$ cat src/rtl/hdp_pkg.sv
package hdp_pkg;
  localparam int HDW      = 16;  // host bus width
  localparam int AW       = 14;  // pointer width
  localparam int PMW      = 24;  // program word width
  localparam int LOW_W    = PMW - HDW;
  localparam int TYPE_BIT = 14;  // memory-type bit in control word
  localparam int SEL_BIT  = 15;  // pointer/overlay select bit

  typedef enum logic [2:0] {
    ST_IDLE  = 3'd0,
    ST_SYNC  = 3'd1,
    ST_MEM   = 3'd2,
    ST_LOCAL = 3'd3,
    ST_HOLD  = 3'd4
  } seq_t;
endpackage

$ cat src/rtl/hdp_regs.sv
module hdp_regs
  import hdp_pkg::*;
#(
  parameter int          OVL_W     = 4,
  parameter logic [13:0] CTRL_ADDR = 14'h3FE0,
  parameter logic [13:0] OVL_ADDR  = 14'h3FE7
) (
  input  logic             clk,
  input  logic             rst_n,
  input  logic             lat_en,
  input  logic [HDW-1:0]   lat_din,
  input  logic             core_en,
  input  logic             core_we,
  input  logic [13:0]      core_addr,
  input  logic [HDW-1:0]   core_wdata,
  output logic [HDW-1:0]   core_rdata,
  input  logic             inc,
  output logic [AW-1:0]    ptr,
  output logic             is_dm,
  output logic [OVL_W-1:0] ovl,
  output logic             ptr_load
);
  logic            core_ctrl_wr, core_ovl_wr;
  logic            wr_any;
  logic [HDW-1:0]  wr_word;
  logic            ovl_from_word;

  assign core_ctrl_wr = core_en && core_we && (core_addr == CTRL_ADDR);
  assign core_ovl_wr  = core_en && core_we && (core_addr == OVL_ADDR);

  // host latch has priority over core control writes
  assign wr_any        = lat_en || core_ctrl_wr;
  assign wr_word       = lat_en ? lat_din : core_wdata;
  assign ovl_from_word = wr_word[SEL_BIT];
  assign ptr_load      = wr_any && !ovl_from_word;

  always_ff @(posedge clk) begin
    if (!rst_n) begin
      ptr   <= '0;
      is_dm <= 1'b0;
      ovl   <= '0;
    end else begin
      if (ptr_load) begin
        ptr   <= wr_word[AW-1:0];
        is_dm <= wr_word[TYPE_BIT];
      end else if (inc) begin
        ptr <= ptr + AW'(1);
      end
      if (wr_any && ovl_from_word)
        ovl <= wr_word[OVL_W-1:0];
      else if (core_ovl_wr && !lat_en)
        ovl <= core_wdata[OVL_W-1:0];
    end
  end

  always_comb begin
    core_rdata = '0;
    if (core_en && !core_we) begin
      if (core_addr == CTRL_ADDR)
        core_rdata = {1'b0, is_dm, ptr};
      else if (core_addr == OVL_ADDR)
        core_rdata = {{(HDW-OVL_W){1'b0}}, ovl};
    end
  end

  assert_latch_loads_R1: assert property (@(posedge clk) disable iff (!rst_n)
    (lat_en && !lat_din[SEL_BIT]) |=>
      (ptr == $past(lat_din[AW-1:0])) && (is_dm == $past(lat_din[TYPE_BIT])));

  assert_ovl_keeps_ptr_R2: assert property (@(posedge clk) disable iff (!rst_n)
    (lat_en && lat_din[SEL_BIT] && !inc) |=>
      (ptr == $past(ptr)) && (ovl == $past(lat_din[OVL_W-1:0])));

  assert_ptr_step_R5: assert property (@(posedge clk) disable iff (!rst_n)
    (inc && !ptr_load) |=> (ptr == $past(ptr) + AW'(1)));
endmodule

$ cat src/rtl/hdp_seq.sv
module hdp_seq
  import hdp_pkg::*;
(
  input  logic clk,
  input  logic rst_n,
  input  logic start,
  input  logic strobe,
  input  logic need_mem,
  input  logic m_ready,
  output logic idle,
  output logic ack,
  output logic m_valid,
  output logic done
);
  seq_t st, st_nx;

  always_comb begin
    st_nx = st;
    unique case (st)
      ST_IDLE:  if (start) st_nx = ST_SYNC;
      ST_SYNC:  st_nx = need_mem ? ST_MEM : ST_LOCAL;
      ST_MEM:   if (m_ready) st_nx = ST_HOLD;
      ST_LOCAL: st_nx = ST_HOLD;
      ST_HOLD:  if (!strobe) st_nx = ST_IDLE;
      default:  st_nx = ST_IDLE;
    endcase
  end

  always_ff @(posedge clk) begin
    if (!rst_n) st <= ST_IDLE;
    else        st <= st_nx;
  end

  assign idle    = (st == ST_IDLE);
  assign ack     = (st == ST_IDLE) || (st == ST_HOLD);
  assign m_valid = (st == ST_MEM);
  assign done    = ((st == ST_MEM) && m_ready) || (st == ST_LOCAL);

  assert_req_hold_R8: assert property (@(posedge clk) disable iff (!rst_n)
    (m_valid && !m_ready) |=> m_valid);

  assert_ack_after_grant_R3: assert property (@(posedge clk) disable iff (!rst_n)
    (m_valid && m_ready) |=> ack);

  assert_sync_gap_R3: assert property (@(posedge clk) disable iff (!rst_n)
    start |=> (!ack && !m_valid));

  assert_one_access_R10: assert property (@(posedge clk) disable iff (!rst_n)
    (ack && !idle && strobe) |=> (ack && !m_valid));
endmodule

$ cat src/rtl/hdp_pack.sv
module hdp_pack
  import hdp_pkg::*;
(
  input  logic            clk,
  input  logic            rst_n,
  input  logic            start,
  input  logic            start_wr,
  input  logic            cur_dm,
  input  logic [HDW-1:0]  h_din,
  input  logic            clr_half,
  input  logic            done,
  input  logic [PMW-1:0]  m_rdata,
  output logic            need_mem,
  output logic            op_wr,
  output logic            op_dm,
  output logic [PMW-1:0]  m_wdata,
  output logic [HDW-1:0]  h_dout,
  output logic            inc
);
  logic             half;      // 0 = upper part next, 1 = lower part next
  logic [HDW-1:0]   wbuf;
  logic [HDW-1:0]   hi_stage;
  logic [LOW_W-1:0] lo_stage;

  always_comb begin
    if (op_dm)      need_mem = 1'b1;
    else if (op_wr) need_mem = half;
    else            need_mem = !half;
  end

  assign m_wdata = op_dm ? {{LOW_W{1'b0}}, wbuf} : {hi_stage, wbuf[LOW_W-1:0]};
  assign inc     = done && (op_dm || half);

  always_ff @(posedge clk) begin
    if (!rst_n) begin
      half     <= 1'b0;
      op_wr    <= 1'b0;
      op_dm    <= 1'b0;
      wbuf     <= '0;
      hi_stage <= '0;
      lo_stage <= '0;
      h_dout   <= '0;
    end else begin
      if (start) begin
        op_wr <= start_wr;
        op_dm <= cur_dm;
        wbuf  <= h_din;
      end
      if (done) begin
        if (op_dm) begin
          if (!op_wr) h_dout <= m_rdata[HDW-1:0];
        end else if (op_wr) begin
          if (!half) hi_stage <= wbuf;
        end else if (!half) begin
          h_dout   <= m_rdata[PMW-1:LOW_W];
          lo_stage <= m_rdata[LOW_W-1:0];
        end else begin
          h_dout <= {{(HDW-LOW_W){1'b0}}, lo_stage};
        end
      end
      if (clr_half)
        half <= 1'b0;
      else if (done && !op_dm)
        half <= !half;
    end
  end

  assert_pm_half_toggle_R6: assert property (@(posedge clk) disable iff (!rst_n)
    (done && !op_dm && !clr_half) |=> (half != $past(half)));

  assert_pm_local_half_R7: assert property (@(posedge clk) disable iff (!rst_n)
    (done && !op_dm && !op_wr && half && !clr_half) |=>
      (h_dout == {{(HDW-LOW_W){1'b0}}, $past(lo_stage)}));
endmodule

$ cat src/rtl/hdp_port.sv
module hdp_port
  import hdp_pkg::*;
#(
  parameter int          OVL_W     = 4,
  parameter logic [13:0] CTRL_ADDR = 14'h3FE0,
  parameter logic [13:0] OVL_ADDR  = 14'h3FE7
) (
  input  logic             clk,
  input  logic             rst_n,
  input  logic             h_sel,
  input  logic             h_ale,
  input  logic             h_rd,
  input  logic             h_wr,
  input  logic [15:0]      h_din,
  output logic [15:0]      h_dout,
  output logic             h_ack,
  input  logic             core_en,
  input  logic             core_we,
  input  logic [13:0]      core_addr,
  input  logic [15:0]      core_wdata,
  output logic [15:0]      core_rdata,
  output logic             m_valid,
  input  logic             m_ready,
  output logic             m_we,
  output logic             m_is_dm,
  output logic [OVL_W-1:0] m_ovl,
  output logic [13:0]      m_addr,
  output logic [23:0]      m_wdata,
  input  logic [23:0]      m_rdata
);
  logic idle, done, need_mem, inc, ptr_load;
  logic strobe, start, lat_en;
  logic cur_dm;

  assign strobe = h_sel && (h_rd || h_wr);
  assign start  = idle && strobe && !h_ale;
  assign lat_en = idle && h_sel && h_ale;

  hdp_regs #(.OVL_W(OVL_W), .CTRL_ADDR(CTRL_ADDR), .OVL_ADDR(OVL_ADDR)) regs_i (
    .clk(clk), .rst_n(rst_n),
    .lat_en(lat_en), .lat_din(h_din),
    .core_en(core_en), .core_we(core_we), .core_addr(core_addr),
    .core_wdata(core_wdata), .core_rdata(core_rdata),
    .inc(inc), .ptr(m_addr), .is_dm(cur_dm), .ovl(m_ovl), .ptr_load(ptr_load)
  );

  hdp_seq seq_i (
    .clk(clk), .rst_n(rst_n), .start(start), .strobe(strobe),
    .need_mem(need_mem), .m_ready(m_ready),
    .idle(idle), .ack(h_ack), .m_valid(m_valid), .done(done)
  );

  hdp_pack pack_i (
    .clk(clk), .rst_n(rst_n), .start(start), .start_wr(h_wr),
    .cur_dm(cur_dm), .h_din(h_din), .clr_half(ptr_load), .done(done),
    .m_rdata(m_rdata), .need_mem(need_mem), .op_wr(m_we), .op_dm(m_is_dm),
    .m_wdata(m_wdata), .h_dout(h_dout), .inc(inc)
  );

  assert_req_fields_R8: assert property (@(posedge clk) disable iff (!rst_n)
    (m_valid && !m_ready) |=> ($stable(m_addr) && $stable(m_wdata) && $stable(m_we)
                               && $stable(m_is_dm) && $stable(m_ovl)));

  assert_busy_no_latch_R1: assert property (@(posedge clk) disable iff (!rst_n)
    (!h_ack && !done) |=> $stable(m_addr));
endmodule

$ cat config.mk
export PLATFORM = sky130hd
export DESIGN_NAME = hdp_port
export DESIGN_NICKNAME = d
export VERILOG_FILES = /design/src/rtl/hdp_pkg.sv /design/src/rtl/hdp_regs.sv /design/src/rtl/hdp_seq.sv /design/src/rtl/hdp_pack.sv /design/src/rtl/hdp_port.sv
export SDC_FILE = /design/constraint.sdc
export NUM_CORES = 1
export LEC_CHECK = 0
export BUFFER_PORTS_ARGS = -buffer_cell sky130_fd_sc_hd__buf_4
export CAP_MARGIN = 20
export CORE_UTILIZATION = 45
export CTS_BUF_LIST = sky130_fd_sc_hd__clkbuf_2
export DETAILED_ROUTE_END_ITERATION = 10
export GPL_ROUTABILITY_DRIVEN = 1
export PLACE_DENSITY = 0.74
export SYNTH_ARGS = -nofsm -noshare
export SYNTH_HDL_FRONTEND = slang
export SYNTH_SLANG_ARGS = --single-unit
export TNS_END_PERCENT = 1
$ cat constraint.sdc
create_clock -name clk -period 3.25 [get_ports clk]
set_input_delay 0.1625 -clock clk [delete_from_list [all_inputs] [get_ports clk]]
set_output_delay 0.1625 -clock clk [all_outputs]
set_load 0.01 [all_outputs]
### Word-level counts from Yosys, hierarchy flattened

Cells that the tools add are included.
Widths: inputs -> output; s select.

| storage, ports and cells | value |
|---|---|
| flip-flop bits (word level) | 81 |
| bits in latches | 0 |
| bits in writable memories | 0 |
| memory bits (read-only) | 0 |
| bits of input ports | 79 |
| output and inout port bits | 78 |
| logic and storage cells | 79 |
| memories kept | 0 |

| cells by class | value |
|---|---|
| add/sub/neg operators | 1 |
| $mul | 0 |
| divide/modulo/power cells | 0 |
| $lt $le $gt $ge | 0 |
| equal/unequal tests | 9 |
| shift-type cells | 0 |
| mux-type cells | 20 |
| bitwise operators | 4 |
| reduce and logical (&&, ||, !) cells | 34 |

Operators by type and width:

| kind | number |
|---|---|
| $mux 16 | 7 |
| $eq 14x14->1 const B | 2 |
| $mux 14 | 2 |
| $mux 24 | 1 |
| $logic_and 1x1->1 | 15 |
| $pmux 3 s5 | 1 |
| $add 14x1->14 const B | 1 |
| $mux 4 | 3 |
| $mux 3 | 3 |
| $reduce_and 4->1 | 2 |
| $eq 3x2->1 const B | 2 |
| $logic_not 1->1 | 6 |
| $logic_or 1x1->1 | 5 |
| $ne 2x1->1 const B | 2 |
| $not 1->1 | 4 |
| $reduce_bool 2->1 | 2 |
| $eq 3x1->1 const B | 1 |
| $eq 3x3->1 const B | 1 |
| $logic_not 3->1 | 1 |
| $mux 1 | 3 |
| $reduce_and 3->1 | 1 |
| $ne 2x2->1 const B | 1 |
| $reduce_and 2->1 | 1 |
| $reduce_or 2->1 | 1 |

### Longest topological paths before layout

| depth | value |
|---|---|
| depth in word-level cells | 7 |
| gate-level depth with buffers | 9 |
| gate-level depth less buffers | 6 |

### Hierarchy

A second synthesis with hierarchy kept.

| second synthesis, totals | value |
|---|---|
| cells, all modules | 492 |
| area, all modules | 4,399.2 sq um |

Modules (own cells, without submodules):

| module | instances | cells each | area an instance (sq um) | seq. area each (sq um) |
|---|---|---|---|---|
| hdp_pack | 1 | 292 | 2,740.1 | 1,181.1 |
| hdp_regs | 1 | 171 | 1,421.4 | 380.4 |
| hdp_seq | 1 | 25 | 205.2 | 60.1 |
| hdp_port | 1 | 4 | 32.5 | 0.0 |

### Worst setup path after synthesis

No wires, ideal clock.

| path | value |
|---|---|
| path type | input to register |
| start point | input port core_addr[3] |
| end point | register regs_i.ptr[4] |
| setup time | 0.116 ns |
| arrival time | 1.886 ns |
| data required time | 3.134 ns |
| path slack | 1.248 ns |
| stages on the path | 7 |
| buffers on the path | 2 |
| cell sequence | or3b_4 > or4_4 > o41ai_4 > buf_6 > buf_12 > nand2_1 > o211a_1 |

| between the ends | value |
|---|---|
| cells in the longest elaborated chain, start to end | 5 |
| elaborated cells on any way between the ends | 6 |
| classes of those cells | eq/ne: 1; mux: 1; reduce/logical: 4 |

Ends and longest elaborated chain:

| item | RTL line | source |
|---|---|---|
| from (decl) | hdp_port.sv:19 | `input logic [13:0] core_addr,` |
| $eq 14x14->1 (*) | hdp_regs.sv:28 | `assign core_ctrl_wr = core_en && core_we && (core_addr == CTRL_ADDR);` |
| $logic_and 1x1->1 (*) | hdp_regs.sv:28 |  |
| $logic_or 1x1->1 (*) | hdp_regs.sv:32 | `assign wr_any = lat_en \|\| core_ctrl_wr;` |
| $logic_and 1x1->1 (*) | hdp_regs.sv:35 | `assign ptr_load = wr_any && !ovl_from_word;` |
| $mux 14 / $reduce_bool 2->1 (equally long branches) | n/a |  |
| to (signal assigned) | hdp_regs.sv:44 | `ptr <= wr_word[AW-1:0];` |
| to (signal assigned) | hdp_regs.sv:47 | `ptr <= ptr + AW'(1);` |
| to (decl) | hdp_regs.sv:18 | `output logic [AW-1:0] ptr,` |

Every way passes the cells marked *; elsewhere a longest branch is shown, timed or not.
A chain may end at the register's enable or synchronous reset.

### Final worst setup path

| path | value |
|---|---|
| start point | register seq_i.st[1] |
| end point | register pack_i.h_dout[15] |

| between the ends | value |
|---|---|
| cells in the longest elaborated chain, start to end | 4 |
| elaborated cells on any way between the ends | 5 |
| classes of those cells | eq/ne: 2; reduce/logical: 3 |

Ends and longest elaborated chain:

| item | RTL line | source |
|---|---|---|
| from (decl) | hdp_seq.sv:15 | `seq_t st, st_nx;` |
| from (signal assigned) | hdp_seq.sv:31 | `else st <= st_nx;` |
| $eq 3x2->1 | hdp_seq.sv:37 | `assign done = ((st == ST_MEM) && m_ready) \|\| (st == ST_LOCAL);` |
| $logic_and 1x1->1 | hdp_seq.sv:37 |  |
| $logic_or 1x1->1 (*) | hdp_seq.sv:37 |  |
| $reduce_and 2->1 (no source line) (*) | n/a |  |
| to (signal assigned) | hdp_pack.sv:51 | `if (!op_wr) h_dout <= m_rdata[HDW-1:0];` |
| to (signal assigned) | hdp_pack.sv:55 | `h_dout <= m_rdata[PMW-1:LOW_W];` |
| to (signal assigned) | hdp_pack.sv:58 | `h_dout <= {{(HDW-LOW_W){1'b0}}, lo_stage};` |
| to (decl) | hdp_pack.sv:17 | `output logic [HDW-1:0] h_dout,` |

Marks and branches as above.

==> results.cfg <==
[grt]
grt_pass1_vias = 3869
antenna_found_initial = 0
gr-total-overflow = 0
grtUsageTotal = 0.2456
grt_max_degree = 81
grt_pass1_wl_mm = 19.20

[critical_path]
cp_slowest_stage_delay_ns = 0.71
worstPathRequired_ns = 3.67
worst-setup-path-type = flip-flop to flip-flop
worstPathArrival_ns = 2.92
end_kind = flip-flop
critical_path.n_buffers_inverters = 1
critical_path.startpoint_type = flip-flop
cpMaxStageDelayCell = or3_1
cp_max_fo = 25
crit_chain = nand2b_1 -> or3_1 -> a221o_1 -> dlygate4sd3_1 -> o211a_1
path_delay_family = simple AND/OR/NAND/NOR gates

[timing]
slew_headroom = 0.3347
tightest_slew_ns = 0.9956
clock_skew_ns = 0.02684
whs_ns = 0.05672
period_minus_slack_ns = 2.501
tns_ns = 0
fmax_mhz = 399.8
maxSlewViolCount = 0
setup_violations = 0
rsz0062_at_grt = false
timing.final.hold_violations = 0
min_period_over_period = 0.7697

[die]
die_x_um = 99.22
core_area_um2 = 9196
die_area_um2 = 9844
die_y_um = 99.22
initial_core_util = 0.4624
pin_count = 157
rows = 35

[clock_network]
cts_sinks = 81
clk_latency_ns = 0.52
cts_root_buffer = clkbuf_2
post_cts.repair.setup_buffers = 0
hold_buffers = 47
cts_buffers = 9
cts_resized = 0
path_clk_slew_ns = 0.22
htreeDepth = 3
clk_path_buf_depth = 2
tritoncts = yes

[layout]
final_common_cell = buf_4
area_delta_synth_final_pct = 40.25
fin_util = 0.6486
stdcell_area_um2 = 5964
diodes = 0
final_cell_mix = 159 x buf_4, 81 x dfxtp_1, 58 x nand2_1, 50 x mux2i_1, 48 x dlygate4sd3_1
drive_gt1_frac = 0.2971
nFillCells = 740
final_nets = 728

[pwr]
pwr-share-clk = 0.285
swShare = 0.2811
p_switching_uw = 551.2
p_seq_frac = 0.540
combPwrFrac = 0.175
finalPower_uw = 1961
p_per_area_nw_per_um2 = 328.8
peakVddDrop_mv = 0.2037
intPower_uw = 1410
power.leakage_uw = 0.002855

[routing]
vias = 4016
firstDrtPassIters = 7
drc = 0
vias_per_cell = 5.257
drt_iter0_drc = 209
finalWirelength_mm = 12.08
post_drt_wl_per_cell_um = 15.82
ant_nets = 0

[yosys]
ys_seq_area_frac = 0.3813
avgSynthCellArea_um2 = 9.068
syn_nets = 549
synth_ff_type = dfxtp_1
synthDistinctLibCells = 46
synthArstFlopShare = 0
synth-seq-cells = 81
syn_inst = 469
synth_edf_count = 0
netlist_area_um2 = 4253
synth_warnings = 0

[hold_path]
hp-class = primary input to flip-flop

[run_status]
status = finished, final reports clean

[placement]
io_buffer_count = 155
dpl-instance-area_um2 = 5361
hpwl_mm = 8.286
place.gp.congestion = 0.8670

[run]
cap_violations = 0
==> synth_stat cells (2+ instances only) <==
library cell   n  area, µm²
dfxtp_1       81       1622
nand2_1       58      217.7
mux2i_1       50      500.5
nor2b_1       37      231.5
nor2_1        25      93.84
and2_1        21      131.4
clkbuf_1      20      75.07
o211a_1       20      200.2
a21oi_1       18      90.09
a21boi_0      16      120.1
o21ai_0       13      65.06
mux2_2        12      135.1
buf_4          9      67.56
xnor2_1        9      78.83
a221o_1        8      80.08
and3_1         8      50.05
nand3_1        6      30.03
nor3_1         6      30.03
a22oi_1        5      37.54
nand4_1        5      31.28
xor2_1         5      43.79
buf_1          4      15.01
buf_2          3      15.01
nand2b_1       3      18.77
and4_1         2      17.52
buf_12         2      40.04
inv_1          2      7.510
nor4_1         2      12.51
or3_1          2      12.51
==> power by group through the flow <==
stage          combinational [µW]  sequential (µW)  clock (µW)
6_report                      343             1060         559
3_3_place_gp                  286             1080           0
4_1_cts                       336             1060         572
5_1_grt                       366             1060         615
2_1_floorplan                 152             1070           0
3_5_place_dp                  291             1080           0
==> worst min-delay path, delay by kind of cell <==
family	cells	cell delay (ns)
AO/OA/AOI/OAI	2	0.28
buffers and inverters	1	0.09
==> per-stage QoR <==
stage,worst slack [ns],cells
3_5_place_dp,0.7997,700
5_1_grt,0.5429,764
3_3_place_gp,0.8949,700
2_1_floorplan,1.248,469
6_report,0.7486,764
4_1_cts,0.7546,763
==> logic make-up after synthesis <==
| logic type | Yosys count | share of synthesized area |
|---|---|---|
| other | 1 | 0.0008818 |
| AOI/OAI and AO/OA | 84 | 0.1521 |
| and+or+nand+nor | 185 | 0.2301 |
| xor gates and xnor gates | 14 | 0.02883 |
| adders and majority gates | 1 | 0.002942 |
| DFF | 81 | 0.3813 |
| muxes | 62 | 0.1495 |
| buffers and inverters | 41 | 0.05442 |
==> routing by layer <==
layer / global-route usage / wire length [µm] / part of all wire / vias up
li1: - / - / - / 1996
met1: 0.3106 / 5325 / 0.44 / 1870
met2: 0.4177 / 5972 / 0.49 / 131
met3: 0.03584 / 555 / 0.046 / 19
met4: 0.1052 / 230 / 0.019 / 0
met5: 0 / 0 / 0 / -
==> final timing paths <==
path,start,slack (ns),endpoint,cells after the start
worst max-delay path,seq_i.st[1],0.75,pack_i.h_dout[15],5
worst max register to register,seq_i.st[1],0.75,pack_i.h_dout[15],5
worst min register to register,pack_i.hi_stage[15],0.48,pack_i.hi_stage[15],2
worst min-delay path,m_rdata[8],0.06,pack_i.h_dout[8],3
==> final cells by class <==
class	count	area, µm²	share of cell area
repair buffers	207	1674	0.2807
clock buffers	9	45.04	0.007552
well taps	111	138.9	0.02329
multi-input cells	347	2400	0.4023
flip-flops and latches	81	1622	0.2719
clock inverters	7	77.57	0.01301
inverters	2	7.507	0.001259
==> state kept, by name, indices dropped and copies added, names as in the netlist <==
signal and count:
seq_i.st 3, pack_i.h_dout 16, regs_i.ptr 14, regs_i.ovl 4
pack_i.half 1, pack_i.op_wr 1, pack_i.op_dm 1, pack_i.hi_stage 16
pack_i.lo_stage 8, pack_i.wbuf 16, regs_i.is_dm 1
(Power assumes the default switching activity.)
